<file path="src/rtl/sysexc_arbiter.sv">
module sysexc_arbiter #(
  parameter int NUM_W = 4,
  parameter int PRI_W = 2,
  parameter int SVC_PRI_LSB = 30,
  parameter int PSV_PRI_LSB = 22
) (
  input  logic             clk,
  input  logic             rst_n,
  input  logic             wr_en,
  input  logic [1:0]       wr_addr,
  input  logic [31:0]      wr_data,
  input  logic             svc_evt,
  input  logic             fault_evt,
  input  logic             sysreq_evt,
  input  logic             ack,
  output logic             req_valid,
  output logic [NUM_W-1:0] exc_num,
  output logic [1:0]       vec_src,
  output logic             svc_pending
);

  localparam logic [NUM_W-1:0] N_NONE = NUM_W'(0);
  localparam logic [NUM_W-1:0] N_NMI  = NUM_W'(2);
  localparam logic [NUM_W-1:0] N_HF   = NUM_W'(3);
  localparam logic [NUM_W-1:0] N_SVC  = NUM_W'(11);
  localparam logic [NUM_W-1:0] N_PSV  = NUM_W'(14);
  localparam logic [1:0] SRC_ROM = 2'd2;

  logic nmi_p, nmi_rom, hf_p, svc_p, psv_p, tbl_ram;
  logic [PRI_W-1:0] svc_pri, psv_pri;

  wire wr_ctl = wr_en && (wr_addr == 2'd0);
  wire wr_svp = wr_en && (wr_addr == 2'd1);
  wire wr_psp = wr_en && (wr_addr == 2'd2);
  wire wr_tbl = wr_en && (wr_addr == 2'd3);

  wire nmi_set = (wr_ctl && wr_data[0]) || sysreq_evt;
  wire psv_set = wr_ctl && wr_data[1];
  wire psv_clr = wr_ctl && wr_data[2];
  wire svc_set = (wr_ctl && wr_data[3]) || svc_evt;
  wire svc_clr = wr_ctl && wr_data[4];

  wire svc_wins = svc_p && (!psv_p || (svc_pri <= psv_pri));

  always_comb begin
    if (nmi_p)         exc_num = N_NMI;
    else if (hf_p)     exc_num = N_HF;
    else if (svc_wins) exc_num = N_SVC;
    else if (psv_p)    exc_num = N_PSV;
    else               exc_num = N_NONE;
  end

  assign req_valid   = nmi_p | hf_p | svc_p | psv_p;
  assign vec_src     = (nmi_p && nmi_rom) ? SRC_ROM : {1'b0, tbl_ram};
  assign svc_pending = svc_p;

  wire ack_nmi = ack && (exc_num == N_NMI);
  wire ack_hf  = ack && (exc_num == N_HF);
  wire ack_svc = ack && (exc_num == N_SVC);
  wire ack_psv = ack && (exc_num == N_PSV);

  always_ff @(posedge clk or negedge rst_n) begin
    if (!rst_n) begin
      nmi_p   <= 1'b0;
      nmi_rom <= 1'b0;
      hf_p    <= 1'b0;
      svc_p   <= 1'b0;
      psv_p   <= 1'b0;
      tbl_ram <= 1'b0;
      svc_pri <= '0;
      psv_pri <= '0;
    end else begin
      nmi_p   <= nmi_set    || (nmi_p && !ack_nmi);
      nmi_rom <= sysreq_evt || (nmi_rom && !ack_nmi);
      hf_p    <= fault_evt  || (hf_p && !ack_hf);
      svc_p   <= svc_set    || (svc_p && !svc_clr && !ack_svc);
      psv_p   <= psv_set    || (psv_p && !psv_clr && !ack_psv);
      if (wr_tbl) tbl_ram <= wr_data[0];
      if (wr_svp) svc_pri <= wr_data[SVC_PRI_LSB +: PRI_W];
      if (wr_psp) psv_pri <= wr_data[PSV_PRI_LSB +: PRI_W];
    end
  end

  a_r2_nmi_presented: assert property (@(posedge clk) disable iff (!rst_n)
    nmi_set |=> (req_valid && exc_num == N_NMI));

  a_r9_sysreq_rom: assert property (@(posedge clk) disable iff (!rst_n)
    sysreq_evt |=> (vec_src == SRC_ROM));

  a_r3_fault_rank: assert property (@(posedge clk) disable iff (!rst_n)
    (fault_evt && !nmi_p && !nmi_set) |=> (exc_num == N_HF));

  a_r6_svc_event: assert property (@(posedge clk) disable iff (!rst_n)
    svc_evt |=> svc_pending);

  a_r8_set_over_clear: assert property (@(posedge clk) disable iff (!rst_n)
    (psv_set && psv_clr) |=> req_valid);

  a_r10_ack_drops_fault: assert property (@(posedge clk) disable iff (!rst_n)
    (ack && exc_num == N_HF && !fault_evt && !nmi_set) |=> (exc_num != N_HF));

  a_r1_idle_number: assert property (@(posedge clk) disable iff (!rst_n)
    !req_valid |-> (exc_num == N_NONE));

endmodule

</file>
<file path="config.mk">
export PLATFORM = sky130hd
export DESIGN_NAME = sysexc_arbiter
export DESIGN_NICKNAME = d
export VERILOG_FILES = /design/src/rtl/sysexc_arbiter.sv
export SDC_FILE = /design/constraint.sdc
export NUM_CORES = 1
export LEC_CHECK = 0
export ABC_AREA = 1
export BUFFER_PORTS_ARGS = -buffer_cell sky130_fd_sc_hd__buf_2
export CAP_MARGIN = 40
export CORE_MARGIN = 8
export CORE_UTILIZATION = 36
export DETAILED_ROUTE_END_ITERATION = 10
export GPL_TIMING_DRIVEN = 0
export MAX_ROUTING_LAYER = met4
export PLACE_DENSITY = 0.75
export SLEW_MARGIN = 20
export SYNTH_ARGS = -nofsm -noshare
export SYNTH_HDL_FRONTEND = slang
export SYNTH_SLANG_ARGS = --single-unit
</file>
<file path="constraint.sdc">
create_clock -name clk -period 1.82 [get_ports clk]
set_clock_uncertainty 0.2 [all_clocks]
set_input_delay 0.091 -clock clk [delete_from_list [all_inputs] [get_ports clk]]
set_output_delay 0.091 -clock clk [all_outputs]
set_load 0.01 [all_outputs]
</file>
Word-level counts from Yosys, hierarchy flattened
Cells that the tools add are included.

Register bits after elaboration: 10. Bits of input ports: 41. Output and inout port bits: 8. Word-level logic and storage cells: 62.

Order comparisons: 1. Equality and inequality tests: 7. Mux-type cells: 5. Bitwise logic cells: 3. Reductions and logical operators: 38.

Operators by type and width (count): logical AND 1 bit (22); 2-to-1 mux 4 bit (4); == test 4 x 2 -> 1 bit (second input constant) (2); == test 4 bit (second input constant) (2); logical OR 1 bit (8); logical NOT 1 bit (7); == test 2 bit (second input constant) (2); OR 1 bit (3); == test 2 x 1 -> 1 bit (second input constant) (1); less-or-equal comparator 2 bit (1); logical NOT 2 bit (1); 2-to-1 mux 2 bit (1).

Logic depth before layout (Yosys ltp)
Depth in word-level cells: 11. Mapped depth: 11. Depth with buffers taken out: 11.

Worst setup path after synthesis
No wires, ideal clock.

Path kind: flip-flop to output port. From: register svc_pri[1]. To: output port exc_num[2]. Data arrival time: 1.123 ns. Data required time: 1.529 ns. Slack: 0.406 ns. Cell stages (with the launch flop): 7. Buffers on the path: 0. Cell sequence: dfrtp_1 -> ha_1 -> a21oi_2 -> nand2_1 -> nand2_2 -> nand2_1 -> nor2_1.

Longest elaborated chain between the ends: 6.

Ends and longest elaborated chain: start, declared (line 30) `logic [PRI_W-1:0] svc_pri, psv_pri;`; start signal, assigned (line 79) `if (wr_svp) svc_pri <= wr_data[SVC_PRI_LSB +: PRI_W];`; less-or-equal comparator 2 bit (line 43) `wire svc_wins = svc_p && (!psv_p || (svc_pri <= psv_pri));`; logical OR 1 bit (line 43); logical AND 1 bit (line 43); 2-to-1 mux 4 bit (line 48) `else if (svc_wins) exc_num = N_SVC;`; 2-to-1 mux 4 bit (line 47) `else if (hf_p) exc_num = N_HF;`; 2-to-1 mux 4 bit (line 46) `if (nmi_p) exc_num = N_NMI;`; end, declared (line 17) `output logic [NUM_W-1:0] exc_num,`.

No other way between the ends.

Worst setup path in the final report
From: register psv_pri[0]. To: output port exc_num[2].

Longest elaborated chain between the ends: 6.

Ends and longest elaborated chain: start, declared (line 30); start signal, assigned (line 80) `if (wr_psp) psv_pri <= wr_data[PSV_PRI_LSB +: PRI_W];`; less-or-equal comparator 2 bit (line 43); logical OR 1 bit (line 43); logical AND 1 bit (line 43); 2-to-1 mux 4 bit (line 48); 2-to-1 mux 4 bit (line 47); 2-to-1 mux 4 bit (line 46).

No other way between the ends.

==> results.toml <==
[timing]
timing.final.crit_share_pct = 98.5
rsz0062_at_grt = "true"
timing_worst_slew_pin_value_ns = 0.228
finalHoldViolCount = 0
achievable-frequency_mhz = 558
setup_violations = 0
report.final.slew_viol_count = 0
fin_crit_ns = 1.79
maxSlewHeadroom_pct = 84.8

[critical_path]
start_kind = "register"
cp.arrival_ns = 1.50
path_max_fanout = 3
worst_ep_required_time_ns = 1.53
endpoint_kind = "primary output"
timing_worst_setup_path_type = "reg -> out"

[yosys]
yosys.cell_types.count = 16
synth_edf_count = 0
synth.yosys.seq_area_share_pct = 43.1
netlist_top_cells_count = "20 x sky130_fd_sc_hd__nand2_1, 19 x sky130_fd_sc_hd__inv_1, 10 x sky130_fd_sc_hd__dfrtp_1"
synth.ff_latch_count = 10
synth.avg_cell_area_um2 = 7.44
ys_dominant_reg_cell = "sky130_fd_sc_hd__dfrtp_1"
ys_top_cells_by_area = "sky130_fd_sc_hd__dfrtp_1 43%, sky130_fd_sc_hd__nand2_1 13%, sky130_fd_sc_hd__inv_1 12%"
portion_of_synthesized_cell_area_occupied_by_the_leading_cell_type_pct = 43.1
synth.most_common_cell = "sky130_fd_sc_hd__nand2_1"
post_synth_instance_area_um2 = 581
postSynthCellCount = 78
synth-async-reset-ratio_pct = 100
ys.warnings.count = 0
synth_top_area_cell = "sky130_fd_sc_hd__dfrtp_1"
synth_fp_nets = 121

[layout]
syn_to_final_growth_pct = 64.7
final-instance-count-excl-fill = 141
antenna_cells = 0
area.sequential_um2 = 250
fillerInstances = 137
fin_nets = 170
multi_input_comb_area_um2 = 277
drive_above_1_share_pct = 30.4

[power_and_ir_drop]
share_clk_of_total_power_pct = 23.7
worst_ir_drop_vdd_v = 0.000453
cellInternalPower_mw = 0.433
power.leakage_nw = 0.520
total_power_mw = 0.619
swShare_pct = 30.0
switchingPower_mw = 0.186
pwr-share-seq_pct = 44.3
comb_power_share_pct = 32.0
power_density_mw_per_mm2 = 647

[floorplan]
fp.coreArea_mm2 = 0.00151
die_height_um = 56.2
start_util_pct = 38.5
die_width_um = 56.2
io-pin-count = 49
design.die.area_mm2 = 0.00315
num_rows = 14

[clock_network]
cts_inserted_buffers = 3
tritoncts_clock_tree = "built"
cts_htree_levels = 1
clk_pin_slew_ns = 0.06
cts_root_buf = "sky130_fd_sc_hd__clkbuf_4"
skew_pair_late_insertion_delay_ns = 0.26
tritoncts_num_sinks = 10
post_cts_buffers = 0
clock_tree_buf_depth = 2

[placed_design]
place_congestion = 0.843
numPlacedInstances = 119
port_buffers = 25
hpwl_mm = 1.04

[global_routing]
pin_count_of_the_biggest_net_entering_global_routing = 11
globalRoute.totalOverflow = 0
globalRouteTotalUtil_pct = 10.0
antenna_found_initial = 0
grt_pass1_vias = 615
wire_length_of_the_first_global_routing_pass_mm = 2.52

[route]
drcViolationCount = 0
detailedRoute.firstPassIterationCount = 4
routed_wire_length_per_instance_um = 10.8
antenna_left = 0
routed_wl_mm = 1.53
drt_first_iter_violations = 5
vias = 621
vias_per_cell = 4.40

[worst_hold_path]
worstHoldPathType = "in -> async"

[flow_run]
maxCapViolations = 0

[run_status]
status = "finished clean"
==> worst max-delay path, stage by stage, from the launching register on <==
cell,delay (ns)
sky130_fd_sc_hd__dfrtp_1,0.38
sky130_fd_sc_hd__ha_1,0.31
sky130_fd_sc_hd__a21oi_2,0.12
sky130_fd_sc_hd__nand2_1,0.07
sky130_fd_sc_hd__nand2_2,0.08
sky130_fd_sc_hd__nand2_2,0.06
sky130_fd_sc_hd__nor2_2,0.09
sky130_fd_sc_hd__buf_2,0.13
==> layout make-up <==
cell class              count  share of cell area [%]
repair buffers             44                    33.0
multi-input cells          49                    28.9
flip-flops and latches     10                    26.2
inverters                  19                    7.46
clock buffers               3                    2.36
well taps                  16                    2.09
==> layer usage <==
layer,wire length (um),track usage [%],up-vias,part of all wire (%)
met5,0,-,-,0
met4,40,6.19,0,2.6
met3,94,2.51,4,6.2
met2,749,16.6,21,49
met1,641,10.4,266,42
li1,-,-,330,-
==> metrics by stage <==
step | setup WS (ns) | utilization, % | hold slack [ns] | cell area, um2 | setup TNS (ns)
2_1_floorplan | 0.406 | - | -0.405 | 581 | 0
3_3_place_gp | 0.314 | 48.2 | -0.237 | 726 | 0
3_5_place_dp | 0.309 | 48.2 | -0.229 | 726 | 0
4_1_cts | 0.0176 | 62.3 | 0.00636 | 938 | 0
5_1_grt | -0.100 | 63.5 | 0.0214 | 956 | -0.100
6_report | 0.0274 | 63.5 | 0.00593 | 956 | 0
==> layout by cell type, fill, tap and decap left out <==
master                          Yosys  layout
sky130_fd_sc_hd__inv_1             19      18
sky130_fd_sc_hd__ha_4               0       1
sky130_fd_sc_hd__o21bai_1           1       1
sky130_fd_sc_hd__nand3_1            5       5
sky130_fd_sc_hd__a21o_1             1       1
sky130_fd_sc_hd__nor2_2             1       2
sky130_fd_sc_hd__ha_1               2       1
sky130_fd_sc_hd__mux2_2             2       2
sky130_fd_sc_hd__dlygate4sd3_1      0      19
sky130_fd_sc_hd__o211ai_1           1       1
sky130_fd_sc_hd__inv_2              0       1
sky130_fd_sc_hd__clkbuf_4           0       3
sky130_fd_sc_hd__a21oi_1            3       3
sky130_fd_sc_hd__o21ai_0            1       1
sky130_fd_sc_hd__a21oi_2            1       1
sky130_fd_sc_hd__nor2_1             6       5
sky130_fd_sc_hd__or2_1              3       3
sky130_fd_sc_hd__buf_2              0      25
sky130_fd_sc_hd__nand2_2            2       3
sky130_fd_sc_hd__dfrtp_1           10      10
sky130_fd_sc_hd__nand2_1           20      19
==> timing repair <==
| action | CTS | global route |
|---|---|---|
| hold buffers | 19 | 0 |
| endpoints found under the setup margin | 0 | 2 |
| resized for setup | 0 | 4 |
| hold endpoints to repair | 20 | 0 |
==> power by group through the flow <==
stage	Clock [mW]	Combinational [mW]	Sequential [mW]
detailed placement	0	0.148	0.275
floorplan	0	0.100	0.271
finish	0.147	0.198	0.274
global placement	0	0.143	0.274
global route	0.160	0.230	0.278
CTS	0.150	0.184	0.271
==> flip-flops by register name, summed over array words and instances (netlist names) <==
name         cells
nmi_rom          1
svc_pri          2
psv_pri          2
nmi_p            1
hf_p             1
tbl_ram          1
psv_p            1
svc_pending      1
==> kinds of logic after synthesis <==
logic type | synth area share (%)
AND/OR/NAND/NOR | 27.6
buffers and inverters | 12.3
flip-flops | 43.1
AO/OA/AOI/OAI | 8.84
multiplexers | 3.88
adder cells (fa/ha/maj) | 4.31
==> final timing paths <==
kind                            start         end  slack [ns]  depth (start not counted)
min reg2reg                   tbl_ram     tbl_ram        0.29                          2
max reg2reg                     nmi_p     nmi_rom        0.33                          4
min in group clk           wr_addr[0]  svc_pri[0]        0.01                          3
max in group asynchronous       rst_n  svc_pri[1]        1.22                          2
max                        psv_pri[0]  exc_num[2]        0.03                          7
min                             rst_n        hf_p       0.006                          2
Note: power is estimated with default switching activity, not from simulation.
